===== src/rtl/ddc_pkg.sv =====
package ddc_pkg;
  localparam int PTR_W  = 8;
  localparam int DATA_W = 8;
  localparam int CNT_W  = 4;

  typedef enum logic [2:0] {
    ST_IDLE,
    ST_DEV,
    ST_SUB,
    ST_WR,
    ST_RD
  } ddc_state_t;

  // Next pointer: low bits always count; the top bit carries only in wide mode.
  function automatic logic [PTR_W-1:0] ptr_step(input logic [PTR_W-1:0] p,
                                                input logic wide);
    logic [PTR_W-2:0] lo;
    logic             top;
    lo  = p[PTR_W-2:0] + 1'b1;
    top = wide ? (p[PTR_W-1] ^ (&p[PTR_W-2:0])) : p[PTR_W-1];
    return {top, lo};
  endfunction
endpackage


===== src/rtl/ddc_line_sync.sv =====
module ddc_line_sync #(
  parameter int STAGES = 2
) (
  input  logic clk,
  input  logic rst_n,
  input  logic scl_i,
  input  logic sda_i,
  output logic scl_rise,
  output logic scl_fall,
  output logic sda_s,
  output logic start_det,
  output logic stop_det
);
  logic [STAGES-1:0] scl_pipe, sda_pipe;
  logic              scl_q, sda_q, scl_s;

  generate
    if (STAGES == 1) begin : g_one
      always_ff @(posedge clk or negedge rst_n) begin
        if (!rst_n) begin
          scl_pipe <= '1;
          sda_pipe <= '1;
        end else begin
          scl_pipe <= scl_i;
          sda_pipe <= sda_i;
        end
      end
    end else begin : g_many
      always_ff @(posedge clk or negedge rst_n) begin
        if (!rst_n) begin
          scl_pipe <= '1;
          sda_pipe <= '1;
        end else begin
          scl_pipe <= {scl_pipe[STAGES-2:0], scl_i};
          sda_pipe <= {sda_pipe[STAGES-2:0], sda_i};
        end
      end
    end
  endgenerate

  always_ff @(posedge clk or negedge rst_n) begin
    if (!rst_n) begin
      scl_q <= 1'b1;
      sda_q <= 1'b1;
    end else begin
      scl_q <= scl_s;
      sda_q <= sda_s;
    end
  end

  assign scl_s     = scl_pipe[STAGES-1];
  assign sda_s     = sda_pipe[STAGES-1];
  assign scl_rise  = scl_s & ~scl_q;
  assign scl_fall  = ~scl_s & scl_q;
  assign start_det = scl_s & scl_q & sda_q & ~sda_s;
  assign stop_det  = scl_s & scl_q & ~sda_q & sda_s;
endmodule


===== src/rtl/ddc_ptr.sv =====
module ddc_ptr
  import ddc_pkg::*;
(
  input  logic             clk,
  input  logic             rst_n,
  input  logic             load,
  input  logic [PTR_W-1:0] load_val,
  input  logic             step,
  input  logic             wide,
  output logic [PTR_W-1:0] ptr
);
  always_ff @(posedge clk or negedge rst_n) begin
    if (!rst_n)    ptr <= '0;
    else if (load) ptr <= load_val;
    else if (step) ptr <= ptr_step(ptr, wide);
  end
endmodule


===== src/rtl/ddc_slave.sv =====
module ddc_slave
  import ddc_pkg::*;
#(
  parameter logic [6:0] DEV_NARROW  = 7'h50,
  parameter logic [6:0] DEV_WIDE_A  = 7'h51,
  parameter logic [6:0] DEV_WIDE_B  = 7'h53,
  parameter int         SYNC_STAGES = 2
) (
  input  logic              clk,
  input  logic              rst_n,
  input  logic              scl_i,
  input  logic              sda_i,
  output logic              sda_oe,
  input  logic              wr_prot,
  input  logic              edf_irq_en,
  input  logic              edf_clr,
  output logic              edf_flag,
  output logic              irq,
  output logic [PTR_W-1:0]  ram_addr,
  output logic              ram_we,
  output logic [DATA_W-1:0] ram_wdata,
  input  logic [DATA_W-1:0] ram_rdata
);
  localparam logic [CNT_W-1:0] LAST_BIT = CNT_W'(DATA_W);
  localparam logic [CNT_W-1:0] ACK_BIT  = CNT_W'(DATA_W + 1);

  ddc_state_t        state;
  logic [CNT_W-1:0]  bitcnt;
  logic [DATA_W-1:0] rx_sr, tx_sr;
  logic              ack_q, tx_en, rw_q, wide_q, mack_q, wrote_q;

  // Named internal events
  logic scl_rise, scl_fall, sda_s, start_evt, stop_evt;
  logic byte_done, ack_done, dev_match, dev_wide, ptr_load, ptr_step_evt;
  logic receiving;
  logic [PTR_W-1:0] ptr;

  ddc_line_sync #(.STAGES(SYNC_STAGES)) u_sync (
    .clk(clk), .rst_n(rst_n), .scl_i(scl_i), .sda_i(sda_i),
    .scl_rise(scl_rise), .scl_fall(scl_fall), .sda_s(sda_s),
    .start_det(start_evt), .stop_det(stop_evt)
  );

  assign byte_done    = scl_fall && (bitcnt == LAST_BIT) && (state != ST_IDLE);
  assign ack_done     = scl_fall && (bitcnt == ACK_BIT)  && (state != ST_IDLE);
  assign dev_wide     = (rx_sr[7:1] == DEV_WIDE_A) || (rx_sr[7:1] == DEV_WIDE_B);
  assign dev_match    = dev_wide || (rx_sr[7:1] == DEV_NARROW);
  assign receiving    = (state == ST_DEV) || (state == ST_SUB) || (state == ST_WR);
  assign ptr_load     = byte_done && (state == ST_SUB) && !start_evt && !stop_evt;
  assign ptr_step_evt = ((ack_done && state == ST_WR) || (byte_done && state == ST_RD))
                        && !start_evt && !stop_evt;

  ddc_ptr u_ptr (
    .clk(clk), .rst_n(rst_n), .load(ptr_load), .load_val(rx_sr),
    .step(ptr_step_evt), .wide(wide_q), .ptr(ptr)
  );

  always_ff @(posedge clk or negedge rst_n) begin
    if (!rst_n) begin
      state     <= ST_IDLE;
      bitcnt    <= '0;
      rx_sr     <= '0;
      tx_sr     <= '0;
      ack_q     <= 1'b0;
      tx_en     <= 1'b0;
      rw_q      <= 1'b0;
      wide_q    <= 1'b0;
      mack_q    <= 1'b0;
      wrote_q   <= 1'b0;
      edf_flag  <= 1'b0;
      ram_we    <= 1'b0;
      ram_wdata <= '0;
    end else begin
      ram_we <= 1'b0;
      if (edf_clr)             edf_flag <= 1'b0;
      if (stop_evt && wrote_q) edf_flag <= 1'b1;

      if (start_evt) begin
        state   <= ST_DEV;
        bitcnt  <= '0;
        ack_q   <= 1'b0;
        tx_en   <= 1'b0;
        wrote_q <= 1'b0;
      end else if (stop_evt) begin
        state  <= ST_IDLE;
        bitcnt <= '0;
        ack_q  <= 1'b0;
        tx_en  <= 1'b0;
      end else begin
        if (scl_rise && state != ST_IDLE && bitcnt < ACK_BIT) begin
          bitcnt <= bitcnt + 1'b1;
          if (receiving && bitcnt < LAST_BIT) rx_sr <= {rx_sr[DATA_W-2:0], sda_s};
          if (state == ST_RD && bitcnt == LAST_BIT) mack_q <= ~sda_s;
        end

        if (scl_fall && state == ST_RD && bitcnt != '0 && bitcnt < LAST_BIT)
          tx_sr <= {tx_sr[DATA_W-2:0], 1'b0};

        if (byte_done) begin
          case (state)
            ST_DEV: begin
              if (dev_match) begin
                ack_q  <= 1'b1;
                rw_q   <= rx_sr[0];
                wide_q <= dev_wide;
              end else begin
                state  <= ST_IDLE;
                bitcnt <= '0;
              end
            end
            ST_SUB: ack_q <= 1'b1;
            ST_WR: begin
              ack_q <= 1'b1;
              if (!wr_prot) begin
                ram_we    <= 1'b1;
                ram_wdata <= rx_sr;
                wrote_q   <= 1'b1;
              end
            end
            ST_RD:   tx_en <= 1'b0;
            default: ;
          endcase
        end

        if (ack_done) begin
          ack_q  <= 1'b0;
          bitcnt <= '0;
          case (state)
            ST_DEV: begin
              if (rw_q) begin
                state <= ST_RD;
                tx_sr <= ram_rdata;
                tx_en <= 1'b1;
              end else begin
                state <= ST_SUB;
              end
            end
            ST_SUB: state <= ST_WR;
            ST_RD: begin
              if (mack_q) begin
                tx_sr <= ram_rdata;
                tx_en <= 1'b1;
              end else begin
                state <= ST_IDLE;
              end
            end
            default: ;
          endcase
        end
      end
    end
  end

  assign sda_oe   = ack_q | (tx_en & ~tx_sr[DATA_W-1]);
  assign irq      = edf_flag & edf_irq_en;
  assign ram_addr = ptr;
endmodule


===== config.mk =====
export PLATFORM = sky130hd
export DESIGN_NAME = ddc_slave
export DESIGN_NICKNAME = d
export VERILOG_FILES = /design/src/rtl/ddc_pkg.sv /design/src/rtl/ddc_line_sync.sv /design/src/rtl/ddc_ptr.sv /design/src/rtl/ddc_slave.sv
export SDC_FILE = /design/constraint.sdc
export NUM_CORES = 1
export LEC_CHECK = 0
export BUFFER_PORTS_ARGS = -buffer_cell sky130_fd_sc_hd__buf_4
export CAP_MARGIN = 20
export CORE_ASPECT_RATIO = 1.5
export CORE_UTILIZATION = 30
export CTS_CLUSTER_DIAMETER = 80
export DETAILED_ROUTE_END_ITERATION = 8
export SKIP_CTS_REPAIR_TIMING = 1
export SYNTH_ARGS = -nofsm -noshare
export SYNTH_HDL_FRONTEND = slang
export SYNTH_SLANG_ARGS = --single-unit

===== constraint.sdc =====
create_clock -name clk -period 1.69 [get_ports clk]
set_input_delay 0.338 -clock clk [delete_from_list [all_inputs] [get_ports clk]]
set_output_delay 0.338 -clock clk [all_outputs]
set_load 0.03 [all_outputs]

### Word-level counts from Yosys, hierarchy flattened

Index checks and enable logic that the tools add are counted.

* word-level logic and storage cells: 149
* bits of input ports: 15
* output and inout bits: 20
* register bits after elaboration: 53

* order comparisons: 2
* reduce and logical (&&, ||, !) cells: 45
* eq/ne operators: 12
* mux-type cells: 50
* add/sub/neg operators: 2
* bitwise logic cells: 19

Operators with widths (count)
* $mux W8: 6
* $mux W4: 7
* $mux W1: 25
* $mux W3: 8
* $eq A7 B7 Y1 const B: 3
* $logic_and A1 B1 Y1: 19
* $pmux W8 S2: 1
* $reduce_and A4 Y1: 3
* $reduce_and A5 Y1: 2
* $reduce_bool A2 Y1: 5
* $and A1 B1 Y1: 9
* $pmux W3 S3: 1
* $eq A4 B4 Y1 const B: 2
* $lt A4 B4 Y1 const B: 2
* $not A1 Y1: 8
* $reduce_bool A4 Y1: 2
* $add A7 B1 Y7 const B: 1
* $reduce_and A7 Y1: 1
* $eq A3 B2 Y1 const B: 2
* $logic_or A1 B1 Y1: 5
* $ne A5 B5 Y1 const B: 1
* $reduce_bool A5 Y1: 1
* $add A4 B1 Y4 const B: 1
* $pmux W1 S2: 2
* 11 further kinds: 13

### Logic depth before layout (Yosys ltp)

* depth in word-level cells: 11
* depth in mapped cells: 8
* gate-level depth less buffers: 7

### Cells and area by module

Synthesis repeated with hierarchy kept, for this count alone.

* cell total of the unflattened synthesis: 233
* area total of the unflattened synthesis: 2586.2 um^2

Modules (own cells, without submodules)
* ddc_slave: sequential area each 975.9 um^2, instances 1, area each 1963.1 um^2, cells an instance 176
* ddc_ptr: sequential area each 200.2 um^2, instances 1, area each 432.9 um^2, cells an instance 47
* ddc_line_sync: sequential area each 157.7 um^2, instances 1, area each 190.2 um^2, cells an instance 10

### Least setup slack after synthesis

OpenSTA, ideal clock, no wires.

* kind: register to register
* from: register bitcnt[0]
* to: register rw_q
* arrival time: 1.687 ns
* period minus slack after synthesis: 1.812 ns
* slack: -0.122 ns
* data required time: 1.565 ns
* cell stages (with the launch flop): 8
* path buffers: 0
* library setup time: 0.125 ns
* cells stage by stage: dfrtp_1 -> inv_1 -> ha_1 -> and3b_4 -> nand2_4 -> or3_4 -> nand2b_4 -> mux2_4

* cells in the longest elaborated chain, start to end: 4

Ends and longest elaborated chain
* from (decl): RTL line ddc_slave.sv:28 `logic [CNT_W-1:0] bitcnt;`
* from (signal assigned): RTL line ddc_slave.sv:91 `bitcnt <= bitcnt + 1'b1;`
* $eq A4 B4 Y1: RTL line ddc_slave.sv:44 `assign byte_done = scl_fall && (bitcnt == LAST_BIT) && (state != ST_IDLE);`
* $logic_and A1 B1 Y1 (2 in series): RTL line ddc_slave.sv:44
* $reduce_and A5 Y1 (no line)
* to (signal assigned): RTL line ddc_slave.sv:104 `rw_q <= rx_sr[0];`
* to (decl): RTL line ddc_slave.sv:30 `logic ack_q, tx_en, rw_q, wide_q, mack_q, wrote_q;`

Every way passes these cells.
A chain may end at the register's enable or synchronous reset.

### Final worst setup path

Same ends and word-level chain as after synthesis.

==> results.cfg <==
[clock_tree]
cts_tree = built
clk_path_buf_depth = 2
htree_levels = 2
root_buffer = clkbuf_16
cts_buffers = 5
clk_pin_slew_worst_paths_ns = 0.07
clk-insertion-delay-late_ns = 0.29
clkSinkCount = 53

[outcome]
status = finished with violations
violations = negative setup slack

[die]
num_rows = 40
io_pins = 35
die_area_um2 = 8859
core_um2 = 8108
dieWidth_um = 77.19
start_util = 0.3137
die-height_um = 114.8

[synthesis]
netlist_area_um2 = 2544
yosysMostFrequentCell = dfrtp_1
ys_seq_elements = 53
synthSimpleGateAreaFrac = 0.1663
synth-main-ff-cell = dfrtp_1
synth_top_family_by_area = simple AND/OR/NAND/NOR gates
yosysTopAreaCell = dfrtp_1
synth_edf_count = 0
synth.area.top_cells = dfrtp_1, mux2_2, dfstp_2, a21o_1, nand2_1
syn_nets = 245
synthXorXnorAreaFrac = 0.02066
synthMuxAreaShare = 0.08903
syn_avg_cell_area_um2 = 11.26
netlist_top_cells_count = dfrtp_1, mux2_2, nand2_1
synth_compound_area_frac = 0.1540
netlist.area_leader.share = 0.4624
ys_types = 54
synth_seq_area_share = 0.5243
ys_warn_count = 0
async_reset_ff_frac = 1.000
synthAdderAreaFrac = 0.01968
netlist_instances = 226

[placed_design]
portBuffers = 34
dpl.cell_count = 395
gp_congestion = 0.8559
dp.final_hpwl_um = 4439
pre_cts_ws_ns = -0.1662
placed_area_um2 = 3182

[sta]
finClkSkew_ns = 0.009115
maxSlewViolCount = 0
whs_ns = 0.08309
max_slew_margin = 0.5433
fin_tns_setup_ns = -2.546
post-route-period-util = 1.109
fin_crit_ns = 1.875
worst_pin_slew_ns = 0.6850
setup_ws_ns = -0.1850
setup_viol = 27
fmax_mhz = 533.3
hold_viol = 0
rsz0062_at_grt = yes

[finish]
drive_above_1_share = 0.4834
fin_nets = 320
area_growth_syn_to_layout_pct = 39.45
antennaDiodeCount = 0
final_area_um2 = 3547
instances_no_fill = 407

[critical_path]
cp_max_fo = 4
crit_slowest_cell = dfrtp_1
critical_path.max_stage_delay_ns = 0.41
crit_path_end_kind = flop
startpoint_type = flop
cp.required_ns = 1.86
crit_type = reg -> reg
worstPathArrival_ns = 2.05
path_cells = inv_1, ha_2, and3b_4, nand2_4, or3_4, nand2b_4, mux2_4

[power_and_ir_drop]
p_int_uw = 2382
swShare = 0.2895
pwr-share-comb = 0.229
p_per_area_nw_per_um2 = 945.3
clock_power_share = 0.316
p_seq_frac = 0.455
netSwitchingPower_uw = 970.9
peakVddDrop_uv = 463.1
power.leakage_uw = 0.001667

[global_route]
antenna_found_initial = 0
grt_usage = 0.1435
grt_pass1_vias = 2064
overflow = 0
grt_max_degree = 54
grt_pass1_wl_um = 9867

[route]
drc = 0
wl_per_cell_um = 15.20
drtAntennaViolNets = 0
viasPerCell = 4.877
drt_iter0_drc = 119
vias = 1985
routed_wl_um = 6188
drt-pass1-iter-count = 6

[hold_path]
hold_path_class = in -> async

[flow_run]
max-cap-violations = 0
==> metrics by stage <==
stage | util | power (uW)
floorplan | - | 1815
global route | 0.4375 | 3535
detailed placement | 0.3924 | 2151
CTS | 0.4114 | 3224
global placement | 0.3924 | 2132
finish | 0.4375 | 3353
==> metal layers <==
layer	track usage	wire length, um	up-vias
met5	0	0	-
met4	0.06164	148	0
met3	0.02460	137	13
met2	0.2661	3442	32
met1	0.1600	2459	980
li1	-	-	960
==> cell type report <==
cell class                      count  area [um2]
Clock buffer                        5       125.1
Clock inverter                      3       28.78
Fill cell                         787        4561
Inverter                            7       26.28
Multi-Input combinational cell    158        1314
Sequential cell                    53        1336
Tap cell                          105       131.4
Timing Repair Buffer               76       585.6
==> critical path, delay by kind of cell (launching register included) <==
family	cells	cell delay (ns)
AND/OR/NAND/NOR	4	0.82
adder cells (fa/ha/maj)	1	0.18
buffers and inverters	1	0.07
flip-flops	1	0.41
multiplexers	1	0.29
==> cell families after synthesis <==
logic type      count (synthesis)
xor+xnor                        6
mux                            20
fa+ha+maj                       4
compound gates                 52
flops                          53
buf+inv                        15
simple gates                   76
==> registers in the layout, indices dropped and copies added, names as in the netlist, 2 cells and up <==
register,cells
u_ptr.ptr,8
tx_sr,8
bitcnt,4
state,3
rx_sr,8
ram_wdata,8
u_sync.sda_pipe,2
u_sync.scl_pipe,2
==> placed cells by master (no fill, tap or decap), types with 4 or more instances in the layout <==
cell type  netlist  layout
buf_4            1      72
dfrtp_1         47      45
nand2_1         16      14
mux2_2          17      10
nor2_1          14       8
o21ai_0         10       8
mux2_4           1       8
a21o_1           8       8
nand2b_1         8       7
inv_1            7       6
a22o_1           6       6
dfstp_2          6       6
nor3_1          10       5
xor2_1           5       5
clkbuf_16        0       5
a21oi_1          5       4
nor3_2           0       4
nor2_2           0       4
o21ai_1          3       4
nand3_1          5       4
buf_6            0       4
==> power groups by stage <==
stage / combinational [uW] / clock, uW / sequential, uW
floorplan: 294 / 0 / 1520
global placement: 600 / 0 / 1530
detailed placement: 613 / 0 / 1540
CTS: 613 / 1100 / 1510
global route: 838 / 1150 / 1550
finish: 768 / 1060 / 1520
==> final timing paths <==
| path | start | endpoint | slack, ns | depth (start not counted) |
|---|---|---|---|---|
| setup reg to reg | bitcnt[0] | rw_q | -0.18 | 7 |
| min in group clk | scl_i | u_sync.scl_pipe[0] | 0.15 | 1 |
| hold reg to reg | u_sync.sda_pipe[0] | u_sync.sda_pipe[1] | 0.36 | 0 |
| setup / recovery | bitcnt[0] | rw_q | -0.18 | 7 |
| hold / removal | rst_n | bitcnt[2] | 0.08 | 1 |
| max in group asynchronous | rst_n | state[2] | 1.11 | 1 |
Note: power is estimated with default switching activity, not from simulation.
